===== src/rtl/divclk_pkg.sv =====
package divclk_pkg;
  typedef enum logic [1:0] {
    CH_LOAD  = 2'd0,
    CH_DELAY = 2'd1,
    CH_RUN   = 2'd2
  } ch_state_e;
endpackage


===== src/rtl/divclk_src_sel.sv =====
module divclk_src_sel (
  input  logic clk,
  input  logic rst_n,
  input  logic tick_a_i,
  input  logic tick_b_i,
  input  logic src_sel_i,
  input  logic pd_a_i,
  input  logic pd_b_i,
  input  logic pd_all_i,
  output logic live_o,
  output logic tick_o
);
  logic sel_pd;
  logic sel_tick;

  always_comb begin
    sel_pd   = src_sel_i ? pd_a_i : pd_b_i;
    sel_tick = src_sel_i ? tick_a_i : tick_b_i;
    live_o   = ~(sel_pd | pd_all_i);
    tick_o   = live_o & sel_tick;
  end

  assert_dead_src_R10: assert property (@(posedge clk) disable iff (!rst_n)
    (pd_all_i || (src_sel_i && pd_a_i) || (!src_sel_i && pd_b_i)) |-> !tick_o);
  assert_unsel_pd_R10: assert property (@(posedge clk) disable iff (!rst_n)
    (src_sel_i && !pd_a_i && !pd_all_i && pd_b_i) |-> (tick_o == tick_a_i));
endmodule


===== src/rtl/divclk_channel.sv =====
module divclk_channel
  import divclk_pkg::*;
#(
  parameter int CNT_W = 4
) (
  input  logic             clk,
  input  logic             rst_n,
  input  logic             tick_i,
  input  logic             live_i,
  input  logic             sync_i,
  input  logic [CNT_W-1:0] high_i,
  input  logic [CNT_W-1:0] low_i,
  input  logic [CNT_W-1:0] phase_i,
  input  logic             start_i,
  input  logic             force_i,
  input  logic             nosync_i,
  output logic             out_o
);
  ch_state_e        st_q, st_d;
  logic [CNT_W-1:0] cnt_q, cnt_d;
  logic [CNT_W-1:0] lim_q, lim_d;
  logic             lvl_q, lvl_d;
  logic             out_d;
  logic             sync_eff, force_eff, hold;

  always_comb begin
    sync_eff  = sync_i & ~nosync_i;
    force_eff = force_i & nosync_i;
    hold      = ~live_i | sync_eff | force_eff | (st_q == CH_LOAD);
  end

  always_comb begin
    st_d  = st_q;
    cnt_d = cnt_q;
    lim_d = lim_q;
    lvl_d = lvl_q;
    if ((st_q == CH_LOAD) || sync_eff) begin
      st_d  = CH_DELAY;
      cnt_d = phase_i;
      lvl_d = start_i;
      lim_d = start_i ? high_i : low_i;
    end else if (tick_i) begin
      if ((st_q == CH_DELAY) && (cnt_q != '0)) begin
        cnt_d = cnt_q - 1'b1;
      end else begin
        st_d = CH_RUN;
        if (cnt_q == lim_q) begin
          lvl_d = ~lvl_q;
          cnt_d = '0;
          lim_d = lvl_q ? low_i : high_i;
        end else begin
          cnt_d = cnt_q + 1'b1;
        end
      end
    end
    out_d = hold ? start_i : lvl_q;
  end

  always_ff @(posedge clk or negedge rst_n) begin
    if (!rst_n) begin
      st_q  <= CH_LOAD;
      cnt_q <= '0;
      lim_q <= '0;
      lvl_q <= 1'b0;
      out_o <= 1'b0;
    end else begin
      st_q  <= st_d;
      cnt_q <= cnt_d;
      lim_q <= lim_d;
      lvl_q <= lvl_d;
      out_o <= out_d;
    end
  end

  assert_sync_hold_R4: assert property (@(posedge clk) disable iff (!rst_n)
    (sync_i && !nosync_i) |=> (out_o == $past(start_i)));
  assert_force_hold_R7: assert property (@(posedge clk) disable iff (!rst_n)
    (force_i && nosync_i) |=> (out_o == $past(start_i)));
  assert_pd_hold_R10: assert property (@(posedge clk) disable iff (!rst_n)
    !live_i |=> (out_o == $past(start_i)));
  assert_pd_freeze_R10: assert property (@(posedge clk) disable iff (!rst_n)
    (!live_i && !sync_eff && (st_q != CH_LOAD)) |=> ($stable(cnt_q) && $stable(lvl_q)));
  assert_cnt_bound_R2: assert property (@(posedge clk) disable iff (!rst_n)
    (st_q == CH_RUN) |-> (cnt_q <= lim_q));
endmodule


===== src/rtl/duty_clk_divider.sv =====
module duty_clk_divider #(
  parameter int NCH   = 5,
  parameter int CNT_W = 4
) (
  input  logic                 clk,
  input  logic                 rst_n,
  input  logic                 tick_a_i,
  input  logic                 tick_b_i,
  input  logic                 src_sel_i,
  input  logic                 pd_a_i,
  input  logic                 pd_b_i,
  input  logic                 pd_all_i,
  input  logic                 sync_i,
  input  logic [NCH*CNT_W-1:0] cfg_high_i,
  input  logic [NCH*CNT_W-1:0] cfg_low_i,
  input  logic [NCH*CNT_W-1:0] cfg_phase_i,
  input  logic [NCH-1:0]       cfg_start_i,
  input  logic [NCH-1:0]       cfg_force_i,
  input  logic [NCH-1:0]       cfg_nosync_i,
  output logic [NCH-1:0]       div_o
);
  logic live;
  logic tick;

  divclk_src_sel u_src (
    .clk       (clk),
    .rst_n     (rst_n),
    .tick_a_i  (tick_a_i),
    .tick_b_i  (tick_b_i),
    .src_sel_i (src_sel_i),
    .pd_a_i    (pd_a_i),
    .pd_b_i    (pd_b_i),
    .pd_all_i  (pd_all_i),
    .live_o    (live),
    .tick_o    (tick)
  );

  for (genvar k = 0; k < NCH; k++) begin : g_ch
    divclk_channel #(.CNT_W(CNT_W)) u_ch (
      .clk      (clk),
      .rst_n    (rst_n),
      .tick_i   (tick),
      .live_i   (live),
      .sync_i   (sync_i),
      .high_i   (cfg_high_i[k*CNT_W +: CNT_W]),
      .low_i    (cfg_low_i[k*CNT_W +: CNT_W]),
      .phase_i  (cfg_phase_i[k*CNT_W +: CNT_W]),
      .start_i  (cfg_start_i[k]),
      .force_i  (cfg_force_i[k]),
      .nosync_i (cfg_nosync_i[k]),
      .out_o    (div_o[k])
    );
  end
endmodule


===== config.mk =====
export PLATFORM = sky130hd
export DESIGN_NAME = duty_clk_divider
export DESIGN_NICKNAME = d
export VERILOG_FILES = /design/src/rtl/divclk_pkg.sv /design/src/rtl/divclk_src_sel.sv /design/src/rtl/divclk_channel.sv /design/src/rtl/duty_clk_divider.sv
export SDC_FILE = /design/constraint.sdc
export NUM_CORES = 1
export LEC_CHECK = 0
export BUFFER_PORTS_ARGS = -buffer_cell sky130_fd_sc_hd__buf_2
export CORE_MARGIN = 2
export CORE_UTILIZATION = 25
export DETAILED_ROUTE_END_ITERATION = 12
export MAX_ROUTING_LAYER = met4
export PLACE_DENSITY = 0.52
export SKIP_CTS_REPAIR_TIMING = 1
export SLEW_MARGIN = 20
export SYNTH_ARGS = -nofsm -noshare
export SYNTH_HDL_FRONTEND = slang
export SYNTH_SLANG_ARGS = --single-unit

===== constraint.sdc =====
create_clock -name clk -period 2.7 [get_ports clk]
set_clock_uncertainty 0.15 [all_clocks]
set_input_delay 0.135 -clock clk [delete_from_list [all_inputs] [get_ports clk]]
set_output_delay 0.135 -clock clk [all_outputs]
set_load 0.03 [all_outputs]

==> impl_metrics.env, run 1 <==
export IMPL_rsz0062_at_grt="false"
export IMPL_synth_top_family_by_area="compound AO/OA/AOI/OAI gates"
export IMPL_violations="negative hold slack"
export IMPL_num_vias=3609
export IMPL_mostFrequentLayoutCell="buf_2"
export IMPL_numCtsBuffers=9
export IMPL_area_growth_pct=29.9
export IMPL_via_per_inst=4.73
export IMPL_p_sw_frac=0.403
export IMPL_critPathArrivalTime_ns=2.49
export IMPL_cts_sinks=60
export IMPL_maxCapViolCount=0
export IMPL_start_util=0.257
export IMPL_cts_tree="done"
export IMPL_fin_crit_sh=0.910
export IMPL_antenna_left=0
export IMPL_fin_cells=763
export IMPL_fin_area_um2=5330
export IMPL_comb_power_share=0.459
export IMPL_hold_depth=3
export IMPL_synth_avg_cell_area_um2=9.54
export IMPL_multiInputGateArea_um2=2390
export IMPL_setup_viol_count_final=0
export IMPL_cp_start_kind="flop"
export IMPL_htree_levels=3
export IMPL_final_max_slew_viol_count=0
export IMPL_grt_usage=0.130
export IMPL_synthSimpleGateAreaFrac=0.191
export IMPL_wl_per_cell_um=14.4
export IMPL_place_hpwl_um=8140
export IMPL_ir_drop_uv=321
export IMPL_gp_congestion=0.819
export IMPL_timing_final_ws_setup_ns=0.242
export IMPL_p_per_area_nw_per_um2=1030
export IMPL_clkPwrFrac=0.215
export IMPL_netlist_area_um2=4100
export IMPL_clockBufferDepth=2
export IMPL_routed_wl_um=11000
export IMPL_fin_setup_tns_ns=0
export IMPL_max_freq_ghz=0.407
export IMPL_async_reset_ff_frac=1.00
export IMPL_firstDrtPassIters=4
export IMPL_r2r_start="g_ch[4].u_ch.st_q[1]"
export IMPL_fin_crit_ns=2.46
export IMPL_ys_seq_elements=60
export IMPL_syn_inst=430
export IMPL_synth_compound_area_frac=0.193
export IMPL_hold_class="input port to flop"
export IMPL_mostFrequentLayoutCells="buf_2 (88), dfrtp_1 (60), nor2_1 (44)"
export IMPL_clk_pin_slew_ns=0.06
export IMPL_power_switching_mw=2.21
export IMPL_power_frac_seq=0.325
export IMPL_synth_warnings=0
export IMPL_cts_root_buf="clkbuf_16"
export IMPL_place_area_um2=4720
export IMPL_reg2regPathDepth=5
export IMPL_synthMuxAreaShare=0.105
export IMPL_globalRouteMet3Util=0.0338
export IMPL_grt_pass1_vias=3478
export IMPL_synth_enable_flop_cells=0
export IMPL_grt_overflow_total=0
export IMPL_hold_viol=5
export IMPL_finalHoldWorstSlack_ns=-0.0449
export IMPL_grt_util_met1=0.164
export IMPL_totalPowerFinal_mw=5.49
export IMPL_die_h_um=132
export IMPL_reg2reg_slack_ns=0.24
export IMPL_worst_path_max_fanout=4
export IMPL_use_met2=0.207
export IMPL_synth_flop_cell="dfrtp_1"
export IMPL_synthAdderAreaFrac=0.0305
export IMPL_crit_start="g_ch[4].u_ch.st_q[1]"
export IMPL_hold_start="cfg_high_i[12]"
export IMPL_dp_slack_ns=0.440
export IMPL_path_class="flop to flop"
export IMPL_synth_cell_types=74
export IMPL_core_um2=15900
export IMPL_antenna_found_initial=0
export IMPL_nFillCells=1688
export IMPL_first_iter_violations=174
export IMPL_synth_xor_area_share=0.0641
export IMPL_layout_drive_gt1_share=0.294
export IMPL_top_usage_layer="met2"
export IMPL_max_slew_margin=0.537
export IMPL_reg2reg_to="g_ch[4].u_ch.lim_q[1]"
export IMPL_p_leak_nw=2.31
export IMPL_die_x_um=132
export IMPL_diodes=0
export IMPL_cp_end_kind="flop"
export IMPL_yosysTopAreaCell="dfrtp_1"
export IMPL_worst_slew_pin_slew_ns=0.675
export IMPL_core_rowCount=46
export IMPL_p_int_mw=3.28
export IMPL_grt_pass1_wl_um=17700
export IMPL_status="finished, violations left"
export IMPL_synthTopCellsByArea="dfrtp_1 (37%), mux2_2 (6.6%), nor2_1 (4.0%)"
export IMPL_synth_top_cell_area_share=0.366
export IMPL_final_util=0.334
export IMPL_portBuffers=88
export IMPL_nets=636
export IMPL_die_area_um2=17400
export IMPL_ios=89
export IMPL_dpl_cell_count=717
export IMPL_seq_area_frac_synth=0.366
export IMPL_synthesis_nets=524
export IMPL_grt_max_degree=25
export IMPL_regArea_um2=1500
export IMPL_drc=0
export IMPL_worst_ep_required_time_ns=2.73
export IMPL_min_to="g_ch[3].u_ch.lim_q[0]"
export IMPL_insertion_delay_ns=0.33
-- metal layers --
| metal | routed length, um | share of wire | vias to the layer above |
|---|---|---|---|
| met5 | 0 | 0 | - |
| met4 | 122 | 0.011 | 0 |
| met3 | 460 | 0.042 | 9 |
| met2 | 5290 | 0.48 | 79 |
| met1 | 5100 | 0.46 | 1736 |
| li1 | - | - | 1785 |
-- sequential cells by signal (all words and copies together), names as in the netlist --
name             count
g_ch.u_ch.cnt_q     20
g_ch.u_ch.out_o      5
g_ch.u_ch.lvl_q      5
g_ch.u_ch.lim_q     20
g_ch.u_ch.st_q      10
-- synth_stat cells (3+ instances only) --
library cell	n
dfrtp_1	60
nor2_1	44
mux2_2	24
a21oi_1	23
nand2_1	21
xor2_1	17
inv_1	16
o21ai_0	16
buf_2	14
nor3_1	13
xnor2_1	13
ha_1	10
mux2i_1	10
nor2b_1	10
a211oi_1	9
nand2b_1	7
nand3_1	7
a221oi_1	6
a31oi_1	6
buf_4	5
nor4_1	5
o31ai_1	5
a22o_1	4
mux2_4	4
o211ai_1	4
or3_1	4
a21o_1	3
a22oi_1	3
nor3b_1	3
o21ai_1	3
-- critical path, cell delays in order, from the launching register on --
cell	delay, ns
dfrtp_1	0.40
o22ai_1	0.25
mux2i_1	0.62
mux2i_1	0.25
dlygate4sd3_1	0.56
a21oi_1	0.07
-- how the worst max path moves through the flow --
stage / to / slack (ns)
6_report: g_ch[4].u_ch.lim_q[1] / 0.24
5_1_grt: g_ch[4].u_ch.lim_q[1] / 0.17
4_1_cts: g_ch[0].u_ch.lim_q[3] / 0.45
3_5_place_dp: g_ch[2].u_ch.lim_q[0] / 0.44
3_3_place_gp: g_ch[0].u_ch.lim_q[2] / 0.51
2_1_floorplan: g_ch[2].u_ch.lim_q[0] / 0.59
-- cell type report --
cell class | instances | area share
Clock inverter | 4 | 0.00892
Clock buffer | 12 | 0.0481
Sequential cell | 60 | 0.282
Multi-Input combinational cell | 329 | 0.449
Inverter | 16 | 0.0113
Tap cell | 216 | 0.0507
Timing Repair Buffer | 126 | 0.150
-- cell families after synthesis --
logic type	Yosys count
flops	60
buf+inv	41
simple gates	141
compound gates	110
fa+ha+maj	10
xor+xnor	30
mux	38
-- power groups by stage --
stage                     Combinational [mW]  Clock, mW  Sequential (mW)
after floorplan                         2.19          0             1.56
after global placement                  2.43          0             1.79
after detailed placement                2.48          0             1.80
after CTS                               2.49       1.23             1.79
after global routing                    2.82       1.27             1.86
final                                   2.52       1.18             1.79
Note: power is estimated with default switching activity, not from simulation.
==> run 2, diff against run 1 <==
Settings changed: BUFFER_PORTS_ARGS -buffer_cell sky130_fd_sc_hd__buf_2 to -buffer_cell sky130_fd_sc_hd__clkbuf_2.
==> impl_metrics.env, run 2 (same netlist as run 1, synthesis figures left out) <==
export IMPL_numCtsBuffers=9
export IMPL_cts_sinks=60
export IMPL_routed_wl_um=11000
export IMPL_fin_crit_sh=0.915
export IMPL_path_buf_inv=1
export IMPL_critPathArrivalTime_ns=2.51
export IMPL_fin_setup_tns_ns=0
export IMPL_core_um2=15900
export IMPL_area_growth_pct=31.6
export IMPL_ios=89
export IMPL_via_per_inst=4.72
export IMPL_mostFrequentLayoutCells="clkbuf_2 (88), dfrtp_1 (60), nor2_1 (44)"
export IMPL_cp_cell_sequence="o22ai_1 -> mux2i_1 -> mux2i_1 -> dlygate4sd3_1 -> a21oi_1"
export IMPL_worst_path_max_fanout=4
export IMPL_final_max_slew_viol_count=0
export IMPL_start_util=0.257
export IMPL_fin_crit_ns=2.47
export IMPL_timing_final_ws_setup_ns=0.231
export IMPL_worst_path_dominant_cell_family="multiplexers"
export IMPL_num_vias=3627
export IMPL_antenna_left=0
export IMPL_grt_pass1_wl_um=18000
export IMPL_drc=0
export IMPL_violations="negative hold slack"
export IMPL_hold_class="input port to flop"
export IMPL_place_area_um2=4750
export IMPL_slowest_delay_ns=0.62
export IMPL_hold_viol=4
export IMPL_rsz0062_at_grt="false"
export IMPL_place_hpwl_um=8150
export IMPL_htree_levels=3
export IMPL_finalHoldWorstSlack_ns=-0.0267
export IMPL_mostFrequentLayoutCell="clkbuf_2"
export IMPL_final_util=0.338
export IMPL_core_rowCount=46
export IMPL_firstDrtPassIters=4
export IMPL_max_freq_ghz=0.405
export IMPL_die_x_um=132
export IMPL_cp_slowest_cell="mux2i_1"
export IMPL_die_h_um=132
export IMPL_wl_per_cell_um=14.3
export IMPL_worst_ep_required_time_ns=2.74
export IMPL_status="finished, violations left"
export IMPL_insertion_delay_ns=0.33
export IMPL_ir_drop_uv=354
export IMPL_cts_tree="done"
export IMPL_dp_slack_ns=0.399
export IMPL_cp_end_kind="flop"
export IMPL_largest_registers="g_ch.u_ch.cnt_q x20, g_ch.u_ch.lim_q x20, g_ch.u_ch.st_q x10"
export IMPL_grt_pass1_vias=3486
export IMPL_cp_start_kind="flop"
export IMPL_diodes=0
export IMPL_grt_usage=0.133
export IMPL_fin_area_um2=5400
export IMPL_clockBufferDepth=2
export IMPL_crit_path_frequent_cell="mux2i_1"
export IMPL_clk_pin_slew_ns=0.05
export IMPL_multiInputGateArea_um2=2390
export IMPL_gp_congestion=0.822
export IMPL_regArea_um2=1500
export IMPL_maxCapViolCount=0
export IMPL_p_per_area_nw_per_um2=1020
export IMPL_grt_overflow_total=0
export IMPL_worst_slew_pin_slew_ns=0.668
export IMPL_first_iter_violations=257
export IMPL_setup_viol_count_final=0
export IMPL_nFillCells=1694
export IMPL_p_leak_nw=2.35
export IMPL_die_area_um2=17400
export IMPL_grt_max_degree=39
export IMPL_portBuffers=88
export IMPL_antenna_found_initial=0
export IMPL_cts_root_buf="clkbuf_16"
export IMPL_max_slew_margin=0.542
export IMPL_path_class="flop to flop"
export IMPL_layout_drive_gt1_share=0.295
export IMPL_nets=642
run 2: changes by cell type in the layout (fill, tap and decap cells not counted), sizes merged:
cell and delta:
dlygate4sd3 +4, clkbuf +88, buf -86
run 2: path summary, 6_finish.rpt:
check	start	end	slack, ns	cells past startpoint
max in group asynchronous	rst_n	g_ch[1].u_ch.lim_q[3]	1.54	3
max	g_ch[4].u_ch.st_q[1]	g_ch[4].u_ch.lim_q[1]	0.23	5
max reg2reg	g_ch[4].u_ch.st_q[1]	g_ch[4].u_ch.lim_q[1]	0.23	5
min	cfg_high_i[14]	g_ch[3].u_ch.lim_q[2]	-0.03	3
min reg2reg	g_ch[3].u_ch.st_q[1]	g_ch[3].u_ch.st_q[1]	0.36	2
min in group asynchronous	rst_n	g_ch[2].u_ch.lim_q[1]	0.21	2
run 2: layout make-up:
cell class / instances / share of cell area
clock inverters: 4 / 0.00881
inverters: 16 / 0.0111
clock buffers: 12 / 0.0475
repair buffers: 132 / 0.161
flip-flops and latches: 60 / 0.278
multi-input cells: 329 / 0.443
well taps: 216 / 0.0501
run 2: tightest hold or removal path: cells and delay by family:
kind	cells	cell delay (ns)
AO/OA/AOI/OAI	1	0.14
buffers and inverters	1	0.07
multiplexers	1	0.05
run 2: through the flow:
| stage | power [mW] | cells |
|---|---|---|
| 6_report | 5.51 | 769 |
| 5_1_grt | 5.97 | 769 |
| 4_1_cts | 5.51 | 735 |
| 3_5_place_dp | 4.28 | 719 |
| 3_3_place_gp | 4.23 | 719 |
| 2_1_floorplan | 3.75 | 430 |
run 2: power by group:
group / leakage [nW] / total [mW] / internal, mW / switching, mW
combinational: 1.51 / 2.54 / 1.25 / 1.29
clock: 0.149 / 1.17 / 0.761 / 0.414
sequential: 0.699 / 1.79 / 1.29 / 0.503
run 2: layer usage:
metal | up-vias | global-route usage | wire length, um
met5 | - | - | 0
met4 | 0 | 0.0405 | 152
met3 | 12 | 0.0346 | 509
met2 | 107 | 0.203 | 5100
met1 | 1703 | 0.172 | 5220
li1 | 1805 | - | -
==> run 3, diff against run 2 <==
Settings changed: CELL_PAD_IN_SITES_DETAIL_PLACEMENT from default to 1, CELL_PAD_IN_SITES_GLOBAL_PLACEMENT from default to 1, PLACE_DENSITY 0.52 to 0.62.
==> impl_metrics.env, run 3 (same netlist as run 1, synthesis figures left out) <==
export IMPL_status="finished, violations left"
export IMPL_violations="negative hold slack"
export IMPL_routed_wl_um=12000
export IMPL_via_per_inst=4.80
export IMPL_hold_class="input port to flop"
export IMPL_fin_area_um2=5350
export IMPL_ios=89
export IMPL_insertion_delay_ns=0.34
export IMPL_largest_registers="g_ch.u_ch.cnt_q x20, g_ch.u_ch.lim_q x20, g_ch.u_ch.st_q x10"
export IMPL_cp_start_kind="flop"
export IMPL_grt_usage=0.144
export IMPL_layout_drive_gt1_share=0.286
export IMPL_die_h_um=132
export IMPL_start_util=0.257
export IMPL_place_hpwl_um=8960
export IMPL_rsz0062_at_grt="false"
export IMPL_cts_sinks=60
export IMPL_finalHoldWorstSlack_ns=-0.0274
export IMPL_diodes=0
export IMPL_wl_per_cell_um=15.7
export IMPL_htree_levels=3
export IMPL_cts_tree="done"
export IMPL_cp_end_kind="flop"
export IMPL_nets=640
export IMPL_core_rowCount=46
export IMPL_mostFrequentLayoutCells="clkbuf_2 (88), dfrtp_1 (60), nor2_1 (44)"
export IMPL_path_buf_inv=1
export IMPL_grt_max_degree=37
export IMPL_hold_start="cfg_low_i[16]"
export IMPL_p_leak_nw=2.33
export IMPL_dp_slack_ns=0.427
export IMPL_nFillCells=1886
export IMPL_cp_slowest_cell="dlygate4sd3_1"
export IMPL_clockBufferDepth=2
export IMPL_grt_overflow_total=0
export IMPL_core_um2=15900
export IMPL_worst_path_max_fanout=4
export IMPL_area_growth_pct=30.5
export IMPL_antenna_found_initial=0
export IMPL_gp_congestion=0.837
export IMPL_die_x_um=132
export IMPL_r2r_start="g_ch[4].u_ch.st_q[1]"
export IMPL_multiInputGateArea_um2=2390
export IMPL_path_class="flop to flop"
export IMPL_hold_viol=2
export IMPL_fin_crit_ns=2.35
export IMPL_grt_pass1_vias=3752
export IMPL_worst_path_dominant_cell_family="multiplexers"
export IMPL_drc=0
export IMPL_ir_drop_uv=348
export IMPL_final_util=0.336
export IMPL_worst_ep_required_time_ns=2.74
export IMPL_mostFrequentLayoutCell="clkbuf_2"
export IMPL_grt_pass1_wl_um=19300
export IMPL_max_freq_ghz=0.425
export IMPL_regArea_um2=1500
export IMPL_place_area_um2=4730
export IMPL_fin_setup_tns_ns=0
export IMPL_cp_cell_sequence="o22ai_1 -> mux2i_1 -> mux2i_1 -> dlygate4sd3_1 -> a21oi_1"
export IMPL_setup_viol_count_final=0
export IMPL_p_per_area_nw_per_um2=1030
export IMPL_max_slew_margin=0.502
export IMPL_antenna_left=0
export IMPL_fin_crit_sh=0.871
export IMPL_num_vias=3675
export IMPL_critPathArrivalTime_ns=2.40
export IMPL_first_iter_violations=180
export IMPL_timing_final_ws_setup_ns=0.347
export IMPL_worst_slew_pin_slew_ns=0.746
export IMPL_maxCapViolCount=0
export IMPL_firstDrtPassIters=4
export IMPL_final_max_slew_viol_count=0
export IMPL_numCtsBuffers=9
export IMPL_die_area_um2=17400
export IMPL_clk_pin_slew_ns=0.05
export IMPL_crit_start="g_ch[4].u_ch.st_q[1]"
export IMPL_slowest_delay_ns=0.56
export IMPL_crit_path_frequent_cell="mux2i_1"
export IMPL_cts_root_buf="clkbuf_16"
export IMPL_portBuffers=88
## run 3: power by group
group	internal, mW	switching (mW)
clock	0.700	0.408
sequential	1.29	0.513
combinational	1.24	1.34
total	3.23	2.26
## run 3: routing by layer
layer | part of all wire | up-vias | global-route usage | routed length, um
met3 | 0.044 | 14 | 0.0408 | 524
li1 | - | 1800 | - | -
met1 | 0.46 | 1785 | 0.176 | 5520
met2 | 0.48 | 76 | 0.229 | 5740
met4 | 0.016 | 0 | 0.0465 | 192
met5 | 0 | - | - | 0
## run 3: final cells by class
type | count | area share
Inverter | 16 | 0.0112
Tap cell | 216 | 0.0505
Sequential cell | 60 | 0.281
Clock buffer | 11 | 0.0435
Clock inverter | 3 | 0.00748
Timing Repair Buffer | 130 | 0.160
Multi-Input combinational cell | 329 | 0.447
## run 3: final timing paths
check                           slack, ns                    end  depth (start not counted)
worst max-delay path                 0.35  g_ch[4].u_ch.lim_q[3]                          5
worst min-delay path                -0.03  g_ch[4].u_ch.lim_q[0]                          3
worst max register to register       0.35  g_ch[4].u_ch.lim_q[3]                          5
worst min register to register       0.38   g_ch[3].u_ch.st_q[1]                          2
max in group asynchronous            1.49  g_ch[2].u_ch.cnt_q[1]                          3
min in group asynchronous            0.25  g_ch[1].u_ch.lim_q[2]                          2
## run 3: metrics by stage
step                power (mW)  hold slack, ns  instances
global placement          4.21          0.0834        716
finish                    5.50         -0.0274        765
detailed placement        4.34          0.0915        716
floorplan                 3.75          -0.311        430
CTS                       5.50          -0.275        730
global route              5.97        -0.00641        765
## run 3: worst register-to-register path: cells and delay by family (launching register included)
kind / cells / cell delay (ns)
flip-flops: 1 / 0.40
multiplexers: 2 / 0.75
AO/OA/AOI/OAI: 2 / 0.33
buffers and inverters: 1 / 0.56
